$ cat config.mk
export PLATFORM = sky130hd
export DESIGN_NAME = irqc_cascade
export DESIGN_NICKNAME = d
export VERILOG_FILES = /design/src/rtl/irqc_pkg.sv /design/src/rtl/irqc_cause_reg.sv /design/src/rtl/irqc_mask_reg.sv /design/src/rtl/irqc_lowest_sel.sv /design/src/rtl/irqc_cascade.sv
export SDC_FILE = /design/constraint.sdc
export NUM_CORES = 1
export LEC_CHECK = 0
export CAP_MARGIN = 10
export CORE_ASPECT_RATIO = 2
export CORE_MARGIN = 1
export CORE_UTILIZATION = 46
export DETAILED_ROUTE_END_ITERATION = 12
export GPL_TIMING_DRIVEN = 0
export PLACE_DENSITY = 0.88
export SETUP_SLACK_MARGIN = 0.1
export SYNTH_ARGS = -nofsm -noshare
export SYNTH_HDL_FRONTEND = slang
export SYNTH_SLANG_ARGS = --single-unit
$ cat constraint.sdc
create_clock -name clk -period 1.9 [get_ports clk]
set_input_delay 0.38 -clock clk [delete_from_list [all_inputs] [get_ports clk]]
set_output_delay 0.38 -clock clk [all_outputs]
set_load 0.005 [all_outputs]
$ cat src/rtl/irqc_pkg.sv
package irqc_pkg;

    localparam int unsigned CAUSE_OFS = 32'h00;
    localparam int unsigned MASK_OFS  = 32'h04;

    typedef enum logic [1:0] {
        SEL_NONE  = 2'd0,
        SEL_CAUSE = 2'd1,
        SEL_MASK  = 2'd2
    } reg_sel_e;

endpackage

$ cat src/rtl/irqc_cause_reg.sv
module irqc_cause_reg #(
    parameter int unsigned NSRC = 32
) (
    input  logic            clk,
    input  logic            rst_n,
    input  logic [NSRC-1:0] src_i,
    input  logic [NSRC-1:0] ack_i,
    output logic [NSRC-1:0] cause_o,
    output logic [NSRC-1:0] cause_nxt_o
);

    typedef struct packed {
        logic [NSRC-1:0] cause;
    } cause_st_t;

    cause_st_t st_d, st_q;

    // Acknowledge clears, a live level sets; set wins on the same bit.
    always_comb begin
        st_d       = st_q;
        st_d.cause = (st_q.cause & ~ack_i) | src_i;
    end

    always_ff @(posedge clk or negedge rst_n) begin
        if (!rst_n) begin
            st_q <= '0;
        end else begin
            st_q <= st_d;
        end
    end

    assign cause_o     = st_q.cause;
    assign cause_nxt_o = st_d.cause;

    AST_SRC_LATCHES: assert property (@(posedge clk) disable iff (!rst_n)
        rst_n |=> ((cause_o & $past(src_i)) == $past(src_i)));

    AST_UNACKED_HOLDS: assert property (@(posedge clk) disable iff (!rst_n)
        rst_n |=> ((cause_o & $past(cause_o & ~ack_i)) == $past(cause_o & ~ack_i)));

    AST_ACK_CLEARS: assert property (@(posedge clk) disable iff (!rst_n)
        rst_n |=> ((cause_o & $past(ack_i & ~src_i)) == '0));

    AST_SET_WINS: assert property (@(posedge clk) disable iff (!rst_n)
        rst_n |=> ((cause_o & $past(ack_i & src_i)) == $past(ack_i & src_i)));

endmodule

$ cat src/rtl/irqc_mask_reg.sv
module irqc_mask_reg #(
    parameter int unsigned NSRC = 32
) (
    input  logic            clk,
    input  logic            rst_n,
    input  logic            wr_i,
    input  logic [NSRC-1:0] wdata_i,
    output logic [NSRC-1:0] mask_o,
    output logic [NSRC-1:0] mask_nxt_o
);

    typedef struct packed {
        logic [NSRC-1:0] mask;
    } mask_st_t;

    mask_st_t st_d, st_q;

    always_comb begin
        st_d = st_q;
        if (wr_i) begin
            st_d.mask = wdata_i;
        end
    end

    always_ff @(posedge clk or negedge rst_n) begin
        if (!rst_n) begin
            st_q <= '0;
        end else begin
            st_q <= st_d;
        end
    end

    assign mask_o     = st_q.mask;
    assign mask_nxt_o = st_d.mask;

    AST_MASK_LOADS: assert property (@(posedge clk) disable iff (!rst_n)
        wr_i |=> (mask_o == $past(wdata_i)));

    AST_MASK_KEEPS: assert property (@(posedge clk) disable iff (!rst_n)
        !wr_i |=> $stable(mask_o));

endmodule

$ cat src/rtl/irqc_lowest_sel.sv
module irqc_lowest_sel #(
    parameter int unsigned NSRC  = 32,
    parameter int unsigned IDX_W = (NSRC > 1) ? $clog2(NSRC) : 1
) (
    input  logic [NSRC-1:0]  pend_i,
    output logic             valid_o,
    output logic [IDX_W-1:0] idx_o
);

    // below[i] is high when some bit under position i is pending.
    logic [NSRC:0]   below;
    logic [NSRC-1:0] grant;

    assign below[0] = 1'b0;

    for (genvar g = 0; g < NSRC; g++) begin : g_chain
        assign below[g+1] = below[g] | pend_i[g];
        assign grant[g]   = pend_i[g] & ~below[g];
    end

    // grant is one-hot or zero, so OR-ing the indices encodes it.
    always_comb begin
        idx_o = '0;
        for (int i = 0; i < NSRC; i++) begin
            if (grant[i]) begin
                idx_o = idx_o | IDX_W'(i);
            end
        end
    end

    assign valid_o = below[NSRC];

endmodule

$ cat src/rtl/irqc_cascade.sv
module irqc_cascade
    import irqc_pkg::*;
#(
    parameter int unsigned NSRC   = 32,
    parameter int unsigned DATA_W = 32,
    parameter int unsigned ADDR_W = 8,
    parameter int unsigned IDX_W  = (NSRC > 1) ? $clog2(NSRC) : 1
) (
    input  logic              clk,
    input  logic              rst_n,
    input  logic [NSRC-1:0]   src_i,
    input  logic [ADDR_W-1:0] addr_i,
    input  logic              wr_en_i,
    input  logic [DATA_W-1:0] wr_data_i,
    input  logic              rd_en_i,
    output logic [DATA_W-1:0] rd_data_o,
    output logic              irq_o,
    output logic              sel_valid_o,
    output logic [IDX_W-1:0]  sel_idx_o
);

    typedef struct packed {
        logic              irq;
        logic              vld;
        logic [IDX_W-1:0]  idx;
        logic [DATA_W-1:0] rdata;
    } out_st_t;

    out_st_t st_d, st_q;

    reg_sel_e        reg_sel;
    logic [NSRC-1:0] ack_vec;
    logic            mask_wr;
    logic [NSRC-1:0] cause_q, cause_nxt;
    logic [NSRC-1:0] mask_q, mask_nxt;
    logic [NSRC-1:0] pend_nxt;
    logic            sel_vld_nxt;
    logic [IDX_W-1:0] sel_idx_nxt;

    always_comb begin
        if (addr_i == ADDR_W'(CAUSE_OFS)) begin
            reg_sel = SEL_CAUSE;
        end else if (addr_i == ADDR_W'(MASK_OFS)) begin
            reg_sel = SEL_MASK;
        end else begin
            reg_sel = SEL_NONE;
        end
    end

    assign ack_vec = (wr_en_i && reg_sel == SEL_CAUSE) ? wr_data_i[NSRC-1:0] : '0;
    assign mask_wr = wr_en_i && (reg_sel == SEL_MASK);

    irqc_cause_reg #(.NSRC(NSRC)) u_cause (
        .clk         (clk),
        .rst_n       (rst_n),
        .src_i       (src_i),
        .ack_i       (ack_vec),
        .cause_o     (cause_q),
        .cause_nxt_o (cause_nxt)
    );

    irqc_mask_reg #(.NSRC(NSRC)) u_mask (
        .clk        (clk),
        .rst_n      (rst_n),
        .wr_i       (mask_wr),
        .wdata_i    (wr_data_i[NSRC-1:0]),
        .mask_o     (mask_q),
        .mask_nxt_o (mask_nxt)
    );

    // The outputs are registered from next-state values so they line up
    // with the registers at the same edge.
    assign pend_nxt = cause_nxt & mask_nxt;

    irqc_lowest_sel #(.NSRC(NSRC), .IDX_W(IDX_W)) u_sel (
        .pend_i  (pend_nxt),
        .valid_o (sel_vld_nxt),
        .idx_o   (sel_idx_nxt)
    );

    always_comb begin
        st_d     = st_q;
        st_d.irq = |pend_nxt;
        st_d.vld = sel_vld_nxt;
        st_d.idx = sel_idx_nxt;
        st_d.rdata = '0;
        if (rd_en_i) begin
            unique case (reg_sel)
                SEL_CAUSE: st_d.rdata = DATA_W'(cause_q);
                SEL_MASK:  st_d.rdata = DATA_W'(mask_q);
                default:   st_d.rdata = '0;
            endcase
        end
    end

    always_ff @(posedge clk or negedge rst_n) begin
        if (!rst_n) begin
            st_q <= '0;
        end else begin
            st_q <= st_d;
        end
    end

    assign irq_o       = st_q.irq;
    assign sel_valid_o = st_q.vld;
    assign sel_idx_o   = st_q.idx;
    assign rd_data_o   = st_q.rdata;

    logic [NSRC-1:0] pend_q;
    logic [NSRC-1:0] below_sel;
    assign pend_q    = cause_q & mask_q;
    assign below_sel = (NSRC'(1) << sel_idx_o) - NSRC'(1);

    AST_IRQ_TRACKS: assert property (@(posedge clk) disable iff (!rst_n)
        irq_o == (|pend_q));

    AST_VALID_IS_IRQ: assert property (@(posedge clk) disable iff (!rst_n)
        sel_valid_o == irq_o);

    AST_SEL_LOWEST: assert property (@(posedge clk) disable iff (!rst_n)
        sel_valid_o |-> (pend_q[sel_idx_o] && ((pend_q & below_sel) == '0)));

    AST_IDX_IDLE_ZERO: assert property (@(posedge clk) disable iff (!rst_n)
        !sel_valid_o |-> (sel_idx_o == '0));

    AST_CAUSE_READ: assert property (@(posedge clk) disable iff (!rst_n)
        (rd_en_i && addr_i == ADDR_W'(CAUSE_OFS)) |=> (rd_data_o == DATA_W'($past(cause_q))));

    AST_UNMAPPED_ZERO: assert property (@(posedge clk) disable iff (!rst_n)
        (rd_en_i && addr_i != ADDR_W'(CAUSE_OFS) && addr_i != ADDR_W'(MASK_OFS)) |=> (rd_data_o == '0));

    AST_IDLE_READ_ZERO: assert property (@(posedge clk) disable iff (!rst_n)
        !rd_en_i |=> (rd_data_o == '0));

    AST_QUIESCE_DROPS: assert property (@(posedge clk) disable iff (!rst_n)
        (wr_en_i && addr_i == ADDR_W'(MASK_OFS) && wr_data_i == '0) |=> (!irq_o && !sel_valid_o));

endmodule

==> flow_summary_export.csv <==
group,metric,value,unit
clock_network,htree_levels,3,
detailed_routing,drc,0,
placed_design,dp_hpwl,12.5,mm
die,die_w,77.7,um
detailed_routing,first_pass_iters,10,
min_path,worstHoldPathCells,3,
power,leakage,3.45,nW
clock_network,root_buffer,"clkbuf_16",
finish,layout-drive-gt1-share,0.345,
timing,setup_ws,-1010,ps
synthesis,ys_seq_area_frac,0.488,
timing,tightest_slew,650,ps
finish,final_area,0.00841,mm2
die,ios,115,
worst_setup_path,cp_top_family,"compound AO/OA/AOI/OAI gates",
worst_setup_path,slowest_delay,540,ps
global_route,grt_usage,0.360,
clock_network,clk_path_buf_depth,2,
synthesis,synth_xor_area_frac,0,
detailed_routing,wl,22.5,mm
power,vdd_drop_max,0.537,mV
worst_setup_path,end_kind,"register",
worst_setup_path,critPathMaxFanout,4,
placed_design,place_congestion,0.943,
finish,regArea,0.00258,mm2
timing,min_period,2910,ps
clock_network,clk_latency,360,ps
detailed_routing,drt.antenna.violating_nets,0,
global_route,antenna_found_initial,0,
synthesis,synthSimpleGateAreaFrac,0.216,
global_route,grt_pass1_vias,5824,
clock_network,cts_buffers,9,
synthesis,synthAdderAreaFrac,0,
min_path,hp-class,"in -> reg",
timing,skew,9.47,ps
global_route,grt_pass1_wl,31.7,mm
worst_setup_path,crit_chain,"buf_2 -> or4b_4 -> buf_12 -> o31ai_2 -> a21boi_2 -> a2111oi_4 -> buf_4 -> buf_4 -> nand4b_1 -> a21o_1 -> o2111ai_2",
synthesis,yosysTopAreaCell,"dfrtp_1",
status,status,"complete, but fails checks",
synthesis,synthCells,501,
timing,relSlewSlack,0.564,
synthesis,synthArstFlopShare,1.00,
synthesis,synthTopCellsByArea,"dfrtp_1 (49%), nor2b_1 (6.5%), a22oi_1 (4.6%)",
synthesis,yosysWarnings,0,
synthesis,ys_seq_elements,103,
placed_design,port_buffers,114,
synthesis,synth_top_family_by_area,"compound AO/OA/AOI/OAI gates",
die,core,0.0112,mm2
worst_setup_path,reg2reg_depth,9,
synthesis,synth_mux_area_frac,0.00853,
finish,antenna_cells,0,
detailed_routing,drt_iter0_drc,861,
timing,fin_crit_sh,1.53,
worst_setup_path,path_common_cell,"buf_4",
clock_network,cts_tree,"built",
status,violations,"setup timing",
finish,syn2layout_area_growth,59.3,%
die,start_util,0.470,
worst_setup_path,cp.required,2160,ps
synthesis,synth_nets,577,
run,maxCapViolations,0,
finish,final_cell_mix,"clkdlybuf4s50_1 (104), dfrtp_1 (103), nor2b_1 (51), buf_4 (44), a22oi_2 (32)",
timing,rsz0062_at_grt,"yes",
global_route,grt_max_degree,70,
worst_setup_path,worstPathArrival,3170,ps
synthesis,synth_compound_area_frac,0.236,
timing,finalHoldViolCount,0,
global_route,overflow,0,
synthesis,syn_area,0.00528,mm2
finish,finalNetCount,763,
die,die_y,153,um
finish,final_common_cell,"clkdlybuf4s50_1",
worst_setup_path,crit_buf_inv,4,
finish,fillers,664,
die,rows,55,
synthesis,yosysTopAreaCellShare,0.488,
clock_network,cts_num_sinks,103,
worst_setup_path,slowest_stage,"or4b_4",
detailed_routing,wl_per_cell,27.0,um
placed_design,dpl_cell_area,0.00674,mm2
power,power.density,660,mW/mm2
finish,fin_util,0.750,
detailed_routing,num_vias,5690,
synthesis,synth_top_flop_cell,"dfrtp_1",
synthesis,synth-edff-count,0,
detailed_routing,routed_via_density,6.82,
worst_setup_path,cp-start-kind,"input pin",
timing,drv_slew,0,
die,dieArea,0.0119,mm2
finish,multi_input_area,0.00302,mm2
power,p_total,0.00555,W
timing,timing.fmax,344,MHz
worst_setup_path,critPathKind,"in -> reg",
clock_network,clkTransAtPathRegs,70,ps
timing,setup_violations,26,
synthesis,synth.distinct_cells,65,
worst_setup_path,cp.depth,11,
synthesis,syn_area_per_cell,10.5,um2
[cell families (layout without fill, tap and decap cells)]
logic type             Yosys count  in the layout
and+or+nand+nor                189            189
AOI/OAI and AO/OA              149            149
buffers and inverters           56            247
muxes                            4              4
DFF                            103            103
[worst reg2reg max path, cell delays in order (launching register included)]
cell and delay [ps]:
dfrtp_1 390, nor2_1 110, a41oi_1 60, a21boi_2 250, a2111oi_4 450, buf_4 190, buf_4 100, nand4b_1 180
a21o_1 330, o2111ai_2 140
[flip-flops by register name (all words and copies together), names as in the netlist]
register	cells
sel_idx_o	5
sel_valid_o	1
u_cause.cause_o	32
rd_data_o	32
irq_o	1
u_mask.mask_o	32
[power breakdown]
group	internal, W	switching, W	total, W	leakage (nW)
logic	0.000641	0.000631	0.00127	2.05
clock network	0.00107	0.000867	0.00194	0.147
registers	0.00228	0.0000569	0.00234	1.25
total	0.00399	0.00156	0.00555	3.45
[through the flow]
step	TNS, ps	setup WS, ps	instances	hold slack, ps
detailed placement	-75270	-2040	758	373
CTS	-3920	-660	822	454
global placement	-411400	-3310	757	493
floorplan	-3970	-732	501	84.4
finish	-6170	-1010	834	484
global route	-6820	-960	834	513
[layer usage]
| metal | global-route usage | vias to the layer above | wire length, um |
|---|---|---|---|
| li1 | - | 2263 | - |
| met1 | 0.360 | 2756 | 7060 |
| met2 | 0.621 | 480 | 11500 |
| met3 | 0.0675 | 191 | 1740 |
| met4 | 0.316 | 0 | 2200 |
| met5 | 0 | - | 0 |
[synthesized netlist by cell type, types with 3 or more instances]
| cell type | number |
|---|---|
| a21boi_1 | 7 |
| a21oi_1 | 8 |
| a22oi_1 | 32 |
| a2bb2oi_1 | 5 |
| a31oi_1 | 7 |
| a41o_1 | 4 |
| a41oi_1 | 24 |
| and2_1 | 5 |
| and4_1 | 5 |
| buf_2 | 9 |
| buf_6 | 3 |
| clkbuf_1 | 17 |
| dfrtp_1 | 103 |
| inv_1 | 21 |
| mux2_2 | 4 |
| nand2_1 | 25 |
| nand4_1 | 25 |
| nor2_1 | 32 |
| nor2b_1 | 55 |
| nor3_1 | 5 |
| o21ai_0 | 6 |
| o31a_1 | 5 |
| o31ai_1 | 19 |
| o31ai_2 | 4 |
| o31ai_4 | 3 |
| or2_2 | 12 |
| or3_1 | 3 |
[final timing paths]
path                                          startpoint                            end  slack (ps)
hold / removal                                 addr_i[1]  u_cause.cause_o[10]$_DFF_PN0_         480
hold reg to reg              u_mask.mask_o[28]$_DFF_PN0_    u_mask.mask_o[28]$_DFF_PN0_         550
max in group asynchronous                          rst_n  u_cause.cause_o[31]$_DFF_PN0_         660
setup reg to reg           u_cause.cause_o[10]$_DFF_PN0_         sel_idx_o[0]$_DFF_PN0_        -410
min in group asynchronous                          rst_n         rd_data_o[4]$_DFF_PN0_         530
setup / recovery                               addr_i[3]         sel_idx_o[0]$_DFF_PN0_       -1010
[repair_timing]
action	4_1_cts	5_1_grt
endpoints found under the setup margin	86	42
gates cloned	10	1
pin swaps	40	21
hold buffers	1	0
setup buffers	37	12
endpoints found under the hold margin	13	0
gates resized for setup	181	36
[cell type report]
cell class | instances | area share
Multi-Input combinational cell | 342 | 0.359
Sequential cell | 103 | 0.307
Timing Repair Buffer | 175 | 0.220
Buffer | 34 | 0.0476
Clock buffer | 11 | 0.0289
Tap cell | 142 | 0.0211
Inverter | 22 | 0.00982
Clock inverter | 5 | 0.00759
Note: power is estimated with default switching activity, not from simulation.
